<file path="src/rtl/owsf_pkg.sv">
`timescale 1ns/1ps
package owsf_pkg;

    typedef enum logic [1:0] {
        DRV_IDLE = 2'd0,
        DRV_TXZ  = 2'd1,
        DRV_PRES = 2'd2
    } drv_mode_e;

    typedef struct packed {
        logic level;
        logic fall;
        logic rise;
    } line_evt_t;

    typedef struct packed {
        logic rst_det;
        logic bit_ok;
        logic bit_val;
    } slot_res_t;

    function automatic slot_res_t classify(input int unsigned low_us,
                                           input int unsigned reset_us,
                                           input int unsigned one_max_us);
        slot_res_t r;
        r.rst_det = (low_us > reset_us);
        r.bit_ok  = !r.rst_det;
        r.bit_val = r.bit_ok && (low_us <= one_max_us);
        return r;
    endfunction

    function automatic int unsigned max2(input int unsigned a, input int unsigned b);
        return (a > b) ? a : b;
    endfunction

endpackage

</file>
<file path="src/rtl/owsf_sync.sv">
`timescale 1ns/1ps
module owsf_sync
    import owsf_pkg::*;
#(
    parameter int unsigned STAGES = 2
) (
    input  logic      clk,
    input  logic      rst,
    input  logic      line_raw,
    input  logic      blank,
    output line_evt_t evt
);
    logic [STAGES-1:0] chain;
    logic              prev;
    logic              level;

    always_ff @(posedge clk) begin
        if (rst) begin
            chain <= '1;
            prev  <= 1'b1;
        end else begin
            chain <= {chain[STAGES-2:0], line_raw};
            prev  <= level;
        end
    end

    assign level = chain[STAGES-1];

    always_comb begin
        evt.level = level;
        evt.fall  = prev & ~level & ~blank;
        evt.rise  = ~prev & level & ~blank;
    end

endmodule

</file>
<file path="src/rtl/owsf_lowtime.sv">
`timescale 1ns/1ps
module owsf_lowtime
    import owsf_pkg::*;
#(
    parameter int unsigned CLK_PER_US = 200,
    parameter int unsigned CNT_W      = 9,
    parameter int unsigned RESET_US   = 256,
    parameter int unsigned ONE_MAX_US = 15
) (
    input  logic      clk,
    input  logic      rst,
    input  line_evt_t evt,
    input  logic      blank,
    output logic      bus_reset,
    output logic      slot_start,
    output logic      bit_valid,
    output logic      bit_value
);
    localparam int unsigned PS_W    = $clog2(CLK_PER_US);
    localparam logic [CNT_W-1:0] CNT_MAX = '1;
    localparam logic [PS_W-1:0]  PS_TOP  = PS_W'(CLK_PER_US - 1);

    logic [PS_W-1:0]  ps;
    logic [CNT_W-1:0] low_us;
    slot_res_t        res;

    assign res = classify(32'(low_us), RESET_US, ONE_MAX_US);

    always_ff @(posedge clk) begin
        if (rst) begin
            ps         <= '0;
            low_us     <= '0;
            bus_reset  <= 1'b0;
            slot_start <= 1'b0;
            bit_valid  <= 1'b0;
            bit_value  <= 1'b0;
        end else begin
            bus_reset  <= 1'b0;
            slot_start <= 1'b0;
            bit_valid  <= 1'b0;
            bit_value  <= 1'b0;
            if (evt.fall) begin
                // the edge cycle itself is the first low cycle seen
                ps         <= PS_W'(1);
                low_us     <= '0;
                slot_start <= 1'b1;
            end else if (!blank && !evt.level) begin
                if (ps == PS_TOP) begin
                    ps <= '0;
                    if (low_us != CNT_MAX) low_us <= low_us + 1'b1;
                end else begin
                    ps <= ps + 1'b1;
                end
            end
            if (evt.rise) begin
                bus_reset <= res.rst_det;
                bit_valid <= res.bit_ok;
                bit_value <= res.bit_val;
            end
        end
    end

    assert_strobe_excl_R2: assert property (@(posedge clk) disable iff (rst)
        !(bus_reset && bit_valid));

    assert_slot_pulse_R6: assert property (@(posedge clk) disable iff (rst)
        slot_start |=> !slot_start);

    assert_no_event_blank_R8: assert property (@(posedge clk) disable iff (rst)
        blank |=> (!slot_start && !bit_valid && !bus_reset));

    assert_saturate_R9: assert property (@(posedge clk) disable iff (rst)
        (low_us == CNT_MAX && !evt.fall) |=> (low_us == CNT_MAX));

endmodule

</file>
<file path="src/rtl/owsf_drive.sv">
`timescale 1ns/1ps
module owsf_drive
    import owsf_pkg::*;
#(
    parameter int unsigned CLK_PER_US  = 200,
    parameter int unsigned PRESENCE_US = 120,
    parameter int unsigned TXZ_US      = 15,
    parameter int unsigned GUARD_CYC   = 4
) (
    input  logic clk,
    input  logic rst,
    input  logic bus_reset,
    input  logic slot_start,
    input  logic tx_zero_req,
    output logic line_pull,
    output logic blank
);
    localparam int unsigned PS_W = $clog2(CLK_PER_US);
    localparam int unsigned US_W = $clog2(max2(PRESENCE_US, TXZ_US) + 1);
    localparam int unsigned G_W  = $clog2(GUARD_CYC + 1);
    localparam logic [PS_W-1:0] PS_TOP = PS_W'(CLK_PER_US - 1);

    drv_mode_e       mode;
    logic [PS_W-1:0] ps;
    logic [US_W-1:0] us_left;
    logic [G_W-1:0]  guard;

    always_ff @(posedge clk) begin
        if (rst) begin
            mode    <= DRV_IDLE;
            ps      <= '0;
            us_left <= '0;
            guard   <= '0;
        end else if (bus_reset) begin
            // reset aborts anything in progress and starts presence
            mode    <= DRV_PRES;
            ps      <= '0;
            us_left <= US_W'(PRESENCE_US);
            guard   <= '0;
        end else if (mode == DRV_IDLE) begin
            if (guard != '0) guard <= guard - 1'b1;
            if (slot_start && tx_zero_req) begin
                mode    <= DRV_TXZ;
                ps      <= '0;
                us_left <= US_W'(TXZ_US);
            end
        end else if (ps == PS_TOP) begin
            ps <= '0;
            if (us_left == US_W'(1)) begin
                mode  <= DRV_IDLE;
                guard <= G_W'(GUARD_CYC);
            end else begin
                us_left <= us_left - 1'b1;
            end
        end else begin
            ps <= ps + 1'b1;
        end
    end

    assign line_pull = (mode != DRV_IDLE);
    assign blank     = line_pull || (guard != '0);

    assert_pres_start_R3: assert property (@(posedge clk) disable iff (rst)
        bus_reset |=> (mode == DRV_PRES && line_pull));

    assert_txz_start_R7: assert property (@(posedge clk) disable iff (rst)
        (slot_start && tx_zero_req && !bus_reset) |=> (mode == DRV_TXZ));

    assert_reset_wins_R10: assert property (@(posedge clk) disable iff (rst)
        (bus_reset && tx_zero_req) |=> (mode == DRV_PRES));

    assert_release_guard_R8: assert property (@(posedge clk) disable iff (rst)
        $fell(line_pull) |-> blank);

endmodule

</file>
<file path="src/rtl/owire_slot_front.sv">
`timescale 1ns/1ps
module owire_slot_front
    import owsf_pkg::*;
#(
    parameter int unsigned CLK_PER_US  = 200,
    parameter int unsigned CNT_W       = 9,
    parameter int unsigned RESET_US    = 256,
    parameter int unsigned ONE_MAX_US  = 15,
    parameter int unsigned PRESENCE_US = 120,
    parameter int unsigned TXZ_US      = 15,
    parameter int unsigned GUARD_CYC   = 4,
    parameter int unsigned SYNC_STAGES = 2
) (
    input  logic clk,
    input  logic rst,
    input  logic line_in,
    input  logic tx_zero_req,
    output logic line_pull,
    output logic bus_reset,
    output logic slot_start,
    output logic bit_valid,
    output logic bit_value
);
    line_evt_t evt;
    logic      blank;

    owsf_sync #(.STAGES(SYNC_STAGES)) u_sync (
        .clk      (clk),
        .rst      (rst),
        .line_raw (line_in),
        .blank    (blank),
        .evt      (evt)
    );

    owsf_lowtime #(
        .CLK_PER_US (CLK_PER_US),
        .CNT_W      (CNT_W),
        .RESET_US   (RESET_US),
        .ONE_MAX_US (ONE_MAX_US)
    ) u_lowtime (
        .clk        (clk),
        .rst        (rst),
        .evt        (evt),
        .blank      (blank),
        .bus_reset  (bus_reset),
        .slot_start (slot_start),
        .bit_valid  (bit_valid),
        .bit_value  (bit_value)
    );

    owsf_drive #(
        .CLK_PER_US  (CLK_PER_US),
        .PRESENCE_US (PRESENCE_US),
        .TXZ_US      (TXZ_US),
        .GUARD_CYC   (GUARD_CYC)
    ) u_drive (
        .clk         (clk),
        .rst         (rst),
        .bus_reset   (bus_reset),
        .slot_start  (slot_start),
        .tx_zero_req (tx_zero_req),
        .line_pull   (line_pull),
        .blank       (blank)
    );

endmodule

</file>
<file path="config.mk">
export PLATFORM = sky130hd
export DESIGN_NAME = owire_slot_front
export DESIGN_NICKNAME = d
export VERILOG_FILES = /design/src/rtl/owsf_pkg.sv /design/src/rtl/owsf_sync.sv /design/src/rtl/owsf_lowtime.sv /design/src/rtl/owsf_drive.sv /design/src/rtl/owire_slot_front.sv
export SDC_FILE = /design/constraint.sdc
export NUM_CORES = 1
export LEC_CHECK = 0
export BUFFER_PORTS_ARGS = -buffer_cell sky130_fd_sc_hd__buf_4
export CORE_ASPECT_RATIO = 1.75
export CORE_UTILIZATION = 55
export CTS_BUF_LIST = sky130_fd_sc_hd__clkbuf_2 sky130_fd_sc_hd__clkbuf_4 sky130_fd_sc_hd__clkbuf_8
export DETAILED_ROUTE_END_ITERATION = 16
export PLACE_DENSITY = 0.72
export SYNTH_ARGS = -nofsm -noshare
export SYNTH_HDL_FRONTEND = slang
export SYNTH_SLANG_ARGS = --single-unit
</file>
<file path="constraint.sdc">
create_clock -name clk -period 5.85 [get_ports clk]
set_clock_uncertainty 0.15 [all_clocks]
set_input_delay 0.2925 -clock clk [delete_from_list [all_inputs] [get_ports clk]]
set_output_delay 0.2925 -clock clk [all_outputs]
set_load 0.01 [all_outputs]
</file>
# Word-level counts from Yosys, hierarchy flattened
# Index checks and enable logic that the tools add are counted.
# Widths: inputs -> output; s select.
# totals
reg_bits	44
inputBits	4
output_inout_bits	5
elab_cells	84
# classes
add_sub_neg	5
magnitude_cmp	2
eq_ne	9
muxes	21
n_bitwise	8
n_reduce_logical	24
# ops
op	count
$mux 7	5
$mux 8	4
$reduce_and 3->1	6
$add 8x1->8 const B	2
$eq 8x8->1 const B	2
$mux 3	4
$mux 2	5
$add 9x1->9 const B	1
$gt 9x9->1 const B	1
$le 9x4->1 const B	1
$ne 9x9->1 const B	1
$reduce_bool 3->1	3
$reduce_bool 2->1	4
$eq 7x1->1 const B	1
$sub 7x1->7 const B	1
$reduce_or 2->1	3
$and 1x1->1	4
$ne 2x2->1 const B	2
$not 1->1	4
$logic_and 1x1->1	3
$logic_not 1->1	3
$mux 1	3
$ne 3x2->1 const B	1
$ne 3x3->1 const B	1
4 further kinds	4

# Logic depth before layout (Yosys ltp)
# Gate-level depths: netlist of the first run.
# depth
depth_word	6
mapped_depth	8
ltp_nobuf	8

# Modules after synthesis
# Synthesis of the first run repeated with hierarchy kept, for this count alone.
# unflattened
cells_unflattened	251
hier_area_um2	2152.1
# by_module_without_submodules
mod	instances	cells_each	area_each_um2	seq_area_each_um2
owsf_drive	1	133	1067.3	400.4
owsf_lowtime	1	109	973.4	420.4
owsf_sync	1	9	111.4	60.1

# Least setup slack after synthesis of the first run
# Ideal clock, no wire load.
# synth_path
path_kind	register to register
start	register u_lowtime.low_us[4]
end	register u_lowtime.low_us[1]
setup_ns	0.128
arrival_ns	1.946
t_required_ns	5.572
slack_ns	3.626
stages_incl_launch_ff	9
n_path_buf	0
synth_period_minus_slack_ns	2.224
path_cell_list	dfxtp_1 and4_1 and2_1 and3_1 ha_1 nor4_2 nand2_1 mux2i_1 nor2_1
# synth_via
elab_chain_len	2
# synth_rtl
element	line	text
start: declaration	owsf_lowtime.sv:24	logic [CNT_W-1:0] low_us;
start signal: assignment	owsf_lowtime.sv:50	if (low_us != CNT_MAX) low_us <= low_us + 1'b1;
$ne 9x9->1	owsf_lowtime.sv:50	
$reduce_and 3->1 (no line)	n/a	
# Every way passes these cells.
# A chain may end at the register's enable or synchronous reset.

# Worst setup path after layout of the first run
# layout_path
start	register u_lowtime.low_us[3]
end	register u_lowtime.low_us[1]
# Same word-level chain as after synthesis.

==> results by group, run 1 <==
Logic synthesis
  – Ys Warns: 0
  – Most frequent cells after synthesis: sky130_fd_sc_hd__dfxtp_1 (44), sky130_fd_sc_hd__nor2_1 (29), sky130_fd_sc_hd__nand2_1 (20), sky130_fd_sc_hd__a21oi_1 (14), sky130_fd_sc_hd__nand3_1 (11)
  – Sequential share of the synthesized area: between 40% and 50%
  – Syn nets: 263
  – Most instantiated flip-flop cell in the synthesis netlist: sky130_fd_sc_hd__dfxtp_1
  – Async set-or-reset flop fraction in the synthesized netlist: 0%
  – Cell variety after synth: 49
  – Cell count after synthesis: 250
  – Synth top area cells: sky130_fd_sc_hd__dfxtp_1 (41%), sky130_fd_sc_hd__ha_1 (5.2%), sky130_fd_sc_hd__nor2_1 (5.1%)
  – Cell type with the highest aggregate area in the netlist: sky130_fd_sc_hd__dfxtp_1
  – Synthesized area per cell: about 8.6 um2
  – Number of enable flip-flop cells after synthesis: 0
  – Top cell type's share of synthesized area: about two fifths
  – FF+latch count, synth: 44
  – Most repeated cell in the gate-level netlist after synthesis: sky130_fd_sc_hd__dfxtp_1
  – Synthesized cell area: 2150 um2

Detailed routing
  – Number of DRC violations after detailed routing: 0
  – Drt via density: 5.86
  – Antenna violation net count after detailed routing: 0
  – Detailed router's first-iteration violation count: 48
  – Number of vias in the routed layout: ~1800
  – Drt wl/cell: 14.7 um
  – Total wire length after detailed routing: roughly 4.4 mm
  – Iteration count of the initial detailed-routing pass: 4

GRT
  – Via count of the first global-routing pass: approximately 1800
  – Number of antenna violations at the first check in global routing: 0
  – Remaining Overflow, GRT: 0
  – Global-route wire length before repair: 7.56 mm
  – Pin count of the biggest net entering global routing: 19
  – GRT Total Usage: 23.5%

CTS
  – Worst skew pair latency: 0.29 ns
  – TritonCTS clock tree: built
  – Clk buf depth: 2
  – Buffer type at the clock tree root: sky130_fd_sc_hd__clkbuf_8
  – Post-CTS setup buffer count: 0
  – # H-tree levels: 2
  – Clock input transition at the sequential cells of the worst setup and hold paths: 0.08 ns
  – Inserted Clock Buffers: 5
  – Number of hold buffers added after cts: 0
  – Number of cells upsized or downsized after cts: 0
  – Clock sink total: 44

Timing
  – Fin Hold WS: between 0.04 and 0.05 ns
  – Worst slew margin relative to its limit: 52.1%
  – Unrepaired setup endpoints after global routing: no
  – Shortest clock period the worst path allows after layout: 2.51 ns
  – Transition at the pin with the smallest max-transition slack: about 0.71 ns
  – Crit share post-route: a little over two fifths
  – Final worst slack: about 3.3 ns
  – Endpoints failing setup: 0
  – Number of endpoints with negative hold slack in the final report: 0
  – Final Slew Violations: 0
  – Peak Freq: just under 0.4 GHz
  – Setup Total Neg Slack: 0 ns

Min path
  – Hold Path Class: primary input to flip-flop
  – Worst Hold Launch: line_in
  – Cell depth of the worst hold path: 2
  – Hold-critical path endpoint: u_sync.chain[0]

Worst setup path
  – Endpoint of the most critical register-to-register path: u_lowtime.low_us[1]
  – Startpoint of the worst register-to-register path: u_lowtime.low_us[3]
  – Crit path max-delay cell type: sky130_fd_sc_hd__nor4_2
  – Reg2Reg Setup Slack: 3.34 ns
  – WP data arrival: 2.53 ns
  – CP cell instances: and4_1 > and2_1 > and3_1 > ha_1 > nor4_2 > nand2_1 > mux2i_1 > nor2_1
  – Critical Path End Type: flip-flop
  – Element type at the critical path start: flip-flop
  – Type of the setup path with the least slack: flip-flop to flip-flop
  – Required time reported for the critical path endpoint: 5.87 ns
  – Worst r2r path cells: 8
  – Delay of the slowest cell on the worst path: about 0.63 ns
  – Worst Path Max Fanout: 8
  – CP bufs+invs: 0
  – Category of cells accounting for the largest share of critical-path delay: simple AND/OR/NAND/NOR gates

Power and ir drop
  – Power Internal: ~0.44 mW
  – Portion of total power attributed to sequential cells: 52.4%
  – Max IR drop VDD: 0.269 mV
  – Power per Cell Area: 269 nW/um2
  – Switching power: 0.179 mW
  – Switching part of the total power: between 20 and 30%
  – Fraction of power consumed by combinational cells: 18.4%
  – Static leakage: 0.888 nW
  – Tot Pwr: around 0.62 mW
  – Relative contribution of the clock network to total power: 29.2%

Die
  – Initial core utilization: roughly three fifths
  – Die W: 49.3 um
  – Die area: between 4000 and 5000 um2
  – Floorplan Core Area: 3660 um2
  – DIE HEIGHT: 84.7 um
  – Top-level I/O count: 9
  – Number of cell rows: 29

Run
  – Reported max-cap violation count: 0

Layout
  – Finished Layout Cells: 302
  – Number of diodes: 0
  – Total non-filler cell area in the finished layout: 2310 um2
  – Area of the multi-input gates: 1190 um2
  – Fillers: 337
  – Number of nets in the layout: 269
  – Final design utilization: 63.1%
  – Post-synthesis to final-layout area growth: 7.56%
  – Total area of sequential cells: 881 um2
  – Fraction of final layout cells sized beyond drive strength 1: 10.2%

Placed design
  – HPWL Detailed: between 3 and 4 mm
  – Placed Area: 2230 um2
  – Count of buffers from port buffering: 8
  – Pre-CTS setup slack: 3.36 ns
  – Routability cong.: slightly above 0.8
  – Number of placed instances with taps included: 295

Status
  – Result of the run: complete, no violations
-- layer usage --
layer / share of wire, % / vias up / track usage (%)
li1: - / 916 / -
met1: 41 / 825 / 23.3
met2: 55 / 25 / 44.6
met3: 2.1 / 5 / 4.17
met4: 1.6 / 0 / 12.0
met5: 0 / - / 0
-- power groups by stage --
stage               Sequential [mW]  Combinational, mW  Clock, mW
global placement              0.332              0.112          0
CTS                           0.326              0.115      0.190
detailed placement            0.333              0.114          0
finish                        0.326              0.114      0.182
floorplan                     0.331             0.0938          0
global route                  0.328              0.138      0.199
-- worst max-delay path by stage --
stage | from | endpoint | slack [ns] | depth (start not counted)
5_1_grt | u_lowtime.low_us[3] | u_lowtime.low_us[1] | 3.19 | 8
6_report | u_lowtime.low_us[3] | u_lowtime.low_us[1] | 3.34 | 8
3_5_place_dp | u_lowtime.low_us[2] | u_lowtime.low_us[1] | 3.36 | 8
3_3_place_gp | u_lowtime.low_us[2] | u_lowtime.low_us[1] | 3.42 | 8
4_1_cts | u_lowtime.low_us[3] | u_lowtime.low_us[1] | 3.34 | 8
2_1_floorplan | u_lowtime.low_us[4] | u_lowtime.low_us[1] | 3.63 | 8
-- logic make-up after synthesis --
group	synth area share, %
AOI/OAI and AO/OA	13.2
xor gates and xnor gates	5.70
adders and majority gates	5.24
buffers and inverters	3.61
DFF	41.0
muxes	1.40
and+or+nand+nor	29.9
-- flip-flops by register name, summed over array words and instances, names as in the netlist, 2 cells and up --
name	flops
u_lowtime.low_us	9
u_drive.ps	8
u_lowtime.ps	8
u_drive.us_left	7
u_drive.guard	3
u_drive.mode	2
u_sync.chain	2
-- final cells by class --
type / instances / area share [%]
Timing Repair Buffer: 8 / 2.60
Sequential cell: 44 / 38.1
Tap cell: 46 / 2.49
Clock buffer: 6 / 3.30
Clock inverter: 1 / 0.216
Inverter: 11 / 1.78
Multi-Input combinational cell: 186 / 51.5
-- layout by cell type (no fill, tap or decap), drive strengths merged, types with 5 or more instances in the layout --
cell    netlist  layout
or2           5       5
o21ai         6       6
nand3        11      11
inv          11      11
clkbuf        6       6
nor2         30      30
nor3          9       9
ha            9       9
nand2        20      20
buf           3       8
and3          8       8
xor2         10      10
nand4        11      11
dfxtp        44      44
a21oi        14      14
No activity file was read; power rests on OpenSTA's default activity.
==> run 2: changes to the inputs <==
--- a/config.mk
+++ b/config.mk
@@ -5,6 +5,7 @@
 export SDC_FILE = /design/constraint.sdc
 export NUM_CORES = 1
 export LEC_CHECK = 0
+export ABC_AREA = 1
 export BUFFER_PORTS_ARGS = -buffer_cell sky130_fd_sc_hd__buf_4
 export CORE_ASPECT_RATIO = 1.75
 export CORE_UTILIZATION = 55
==> constraint.sdc (replaced) <==
create_clock -name clk -period 2.5 [get_ports clk]
set_clock_uncertainty 0.15 [all_clocks]
set_input_delay 0.125 -clock clk [delete_from_list [all_inputs] [get_ports clk]]
set_output_delay 0.125 -clock clk [all_outputs]
set_load 0.01 [all_outputs]
==> run 2 against run 1 <==
Critical path depth rose by 1. Synthesized area up 8.3%. Flip-flop and latch count is the same. Critical path type unchanged. Critical endpoint is now u_lowtime.low_us[2]. Largest cell class unchanged. Largest power group unchanged. Highest routed layer unchanged.
==> results by group, run 2 <==
Layout
  – Total area of sequential cells: 881 um2
  – Commonest cells after routing, fill and taps aside: sky130_fd_sc_hd__nand2_1 (77), sky130_fd_sc_hd__dfxtp_1 (44), sky130_fd_sc_hd__inv_1 (38), sky130_fd_sc_hd__nand3_1 (32), sky130_fd_sc_hd__a21oi_1 (31)
  – Total non-filler cell area in the finished layout: between 2000 and 3000 um2
  – Most frequent standard cell in the layout excluding fill and tap cells: sky130_fd_sc_hd__nand2_1
  – Number of diodes: 0
  – Max reg flops: 9
  – Register ranked first by flip-flop count: u_lowtime.low_us
  – Area of the multi-input gates: approximately 1300 um2
  – Number of nets in the layout: ~360
  – Post-synthesis to final-layout area growth: 10.4%
  – Final design utilization: a little over three fifths
  – Fraction of final layout cells sized beyond drive strength 1: between 10% and 20%
  – Largest registers: u_lowtime.low_us x9, u_drive.ps x8, u_lowtime.ps x8
  – Fillers: between 300 and 400

Timing
  – Peak Freq: between 0.5 and 0.6 GHz
  – Shortest clock period the worst path allows after layout: approximately 2.0 ns
  – Endpoints failing setup: 0
  – Crit share post-route: 78.8%
  – Unrepaired setup endpoints after global routing: no
  – Number of endpoints with negative hold slack in the final report: 0
  – Worst slew margin relative to its limit: 74.9%
  – Transition at the pin with the smallest max-transition slack: 0.374 ns
  – Setup Total Neg Slack: 0 ns
  – Final Slew Violations: 0

Die
  – Die W: 51.2 um
  – DIE HEIGHT: 88.1 um
  – Die area: 4510 um2
  – Initial core utilization: 56.7%
  – Top-level I/O count: 9
  – Floorplan Core Area: approximately 4000 um2
  – Number of cell rows: 31

CTS
  – TritonCTS clock tree: built
  – Clock input transition at the sequential cells of the worst setup and hold paths: 0.08 ns
  – Worst skew pair latency: 0.29 ns
  – Clk buf depth: 2
  – Clock sink total: 44
  – Number of cells upsized or downsized after cts: 0
  – # H-tree levels: 2
  – Buffer type at the clock tree root: sky130_fd_sc_hd__clkbuf_8
  – Post-CTS setup buffer count: 0
  – Inserted Clock Buffers: 5

Power and ir drop
  – Power per Cell Area: between 600 and 700 nW/um2
  – Static leakage: 1.00 nW
  – Max IR drop VDD: approximately 0.47 mV

Detailed routing
  – Number of DRC violations after detailed routing: 0
  – Number of vias in the routed layout: 2116
  – Drt via density: around 5.4
  – Detailed router's first-iteration violation count: 49
  – Total wire length after detailed routing: 4.72 mm
  – Antenna violation net count after detailed routing: 0
  – Iteration count of the initial detailed-routing pass: 4
  – Drt wl/cell: 12.0 um

Placed design
  – Count of buffers from port buffering: 8
  – HPWL Detailed: 3.57 mm
  – Routability cong.: 0.844
  – Placed Area: 2420 um2

Logic synthesis
  – Most repeated cell in the gate-level netlist after synthesis: sky130_fd_sc_hd__nand2_1
  – Cell type with the highest aggregate area in the netlist: sky130_fd_sc_hd__dfxtp_1
  – Top cell type's share of synthesized area: a little under two fifths
  – Most instantiated flip-flop cell in the synthesis netlist: sky130_fd_sc_hd__dfxtp_1
  – Synthesized cell area: approximately 2300 um2
  – Cell variety after synth: 31
  – Cell count after synthesis: 328
  – Ys Warns: 0
  – Syn nets: 341
  – Async set-or-reset flop fraction in the synthesized netlist: 0%
  – Number of enable flip-flop cells after synthesis: 0
  – Most frequent cells after synthesis: sky130_fd_sc_hd__nand2_1 (77), sky130_fd_sc_hd__dfxtp_1 (44), sky130_fd_sc_hd__inv_1 (38), sky130_fd_sc_hd__nand3_1 (32), sky130_fd_sc_hd__a21oi_1 (31)
  – Sequential share of the synthesized area: 37.8%
  – Synthesized area per cell: 7.10 um2
  – Synth top area cells: sky130_fd_sc_hd__dfxtp_1 (38%), sky130_fd_sc_hd__nand2_1 (12%), sky130_fd_sc_hd__nand3_1 (6.9%)
  – FF+latch count, synth: 44

GRT
  – Via count of the first global-routing pass: around 2000
  – Pin count of the biggest net entering global routing: 15
  – Global-route wire length before repair: 8.18 mm
  – Number of antenna violations at the first check in global routing: 0
  – GRT Total Usage: 23.7%
  – Remaining Overflow, GRT: 0

Status
  – Result of the run: complete, no violations

Worst setup path
  – Critical path startpoint: u_lowtime.low_us[0]
  – Endpoint of the most critical register-to-register path: u_lowtime.low_us[2]
  – Crit path max-delay cell type: sky130_fd_sc_hd__dfxtp_1
  – Worst r2r path cells: 9
  – Most frequent CP cell: sky130_fd_sc_hd__ha_1
  – Delay of the slowest cell on the worst path: 0.37 ns
  – WP data arrival: 2.01 ns
  – Worst Path Max Fanout: 7
  – Element type at the critical path start: flip-flop
  – Worst setup path endpoint: u_lowtime.low_us[2]
  – Critical Path End Type: flip-flop
  – Startpoint of the worst register-to-register path: u_lowtime.low_us[0]
  – Reg2Reg Setup Slack: between 0.5 and 0.6 ns
  – CP cell instances: ha_1 > nand3_1 > nor4_1 > ha_1 > inv_1 > nand3_4 > clkinv_4 > a21oi_1 > nor2_1
  – Type of the setup path with the least slack: flip-flop to flip-flop
  – Required time reported for the critical path endpoint: 2.54 ns

Run
  – Reported max-cap violation count: 0

Min path
  – Hold Path Class: flip-flop to flip-flop
run 2: changes by cell type in the layout (fill, tap and decap cells not counted), moves of 5 or more:
| cell | previous run | this run |
|---|---|---|
| sky130_fd_sc_hd__a21oi_1 | 14 | 31 |
| sky130_fd_sc_hd__and3_1 | 8 | 0 |
| sky130_fd_sc_hd__inv_1 | 10 | 38 |
| sky130_fd_sc_hd__nand2_1 | 20 | 77 |
| sky130_fd_sc_hd__nand2_2 | 0 | 5 |
| sky130_fd_sc_hd__nand3_1 | 11 | 32 |
| sky130_fd_sc_hd__o21ai_0 | 3 | 11 |
run 2: area by class of cell:
class / instances / share of cell area [%]
clock buffers: 6 / 2.97
repair buffers: 12 / 3.89
well taps: 49 / 2.38
inverters: 41 / 6.18
flip-flops and latches: 44 / 34.3
multi-input cells: 239 / 49.0
clock inverters: 2 / 1.36
run 2: stage by stage:
stage / hold WS [ns] / total power, mW / setup WS, ns / std cells
finish: 0.266 / 1.62 / 0.530 / 393
global placement: 0.165 / 1.07 / 0.555 / 381
detailed placement: 0.168 / 1.08 / 0.530 / 381
floorplan: 0.0788 / 1.02 / 0.708 / 328
CTS: 0.273 / 1.64 / 0.515 / 393
global route: 0.273 / 1.72 / 0.339 / 393
run 2: timing repair:
action | CTS | global route
hold endpoints to repair | 9 | 0
hold buffers | 4 | 0
endpoints found under the setup margin | 0 | 0
run 2: metal layers:
metal / vias to the layer above / wire length [um] / share of wire, % / track usage (%)
met5: - / 0 / 0 / 0
li1: 1105 / - / - / -
met1: 968 / 1970 / 42 / 24.2
met3: 9 / 115 / 2.4 / 3.82
met4: 0 / 86 / 1.8 / 9.34
met2: 34 / 2550 / 54 / 45.9
run 2: cells by family (layout without fill, tap and decap cells):
logic type | count (synthesis) | count (layout) | share of synthesized area [%]
AOI/OAI and AO/OA | 46 | 46 | 10.3
DFF | 44 | 44 | 37.8
buffers and inverters | 45 | 61 | 8.16
xor gates and xnor gates | 7 | 7 | 2.63
and+or+nand+nor | 177 | 177 | 36.3
adders and majority gates | 9 | 9 | 4.83
run 2: report_power, final:
| part | switching [mW] | internal (mW) |
|---|---|---|
| clock | 0.241 | 0.308 |
| combinational | 0.197 | 0.121 |
| sequential | 0.0158 | 0.732 |
run 2: how the worst min path moves through the flow:
stage                     slack [ns]  depth (start not counted)             from              end
after floorplan                 0.08                          1          line_in  u_sync.chain[0]
after global placement          0.17                          2          line_in  u_sync.chain[0]
after detailed placement        0.17                          2          line_in  u_sync.chain[0]
after CTS                       0.27                          1  u_sync.chain[0]  u_sync.chain[1]
after global routing            0.27                          1  u_sync.chain[0]  u_sync.chain[1]
final                           0.27                          1  u_sync.chain[0]  u_sync.chain[1]
run 2: worst max-delay path, delay by kind of cell (launching register included):
kind / cells / cell delay [ns]
AND/OR/NAND/NOR: 4 / 0.52
AO/OA/AOI/OAI: 1 / 0.13
adder cells (fa/ha/maj): 2 / 0.51
flip-flops: 1 / 0.37
buffers and inverters: 2 / 0.19
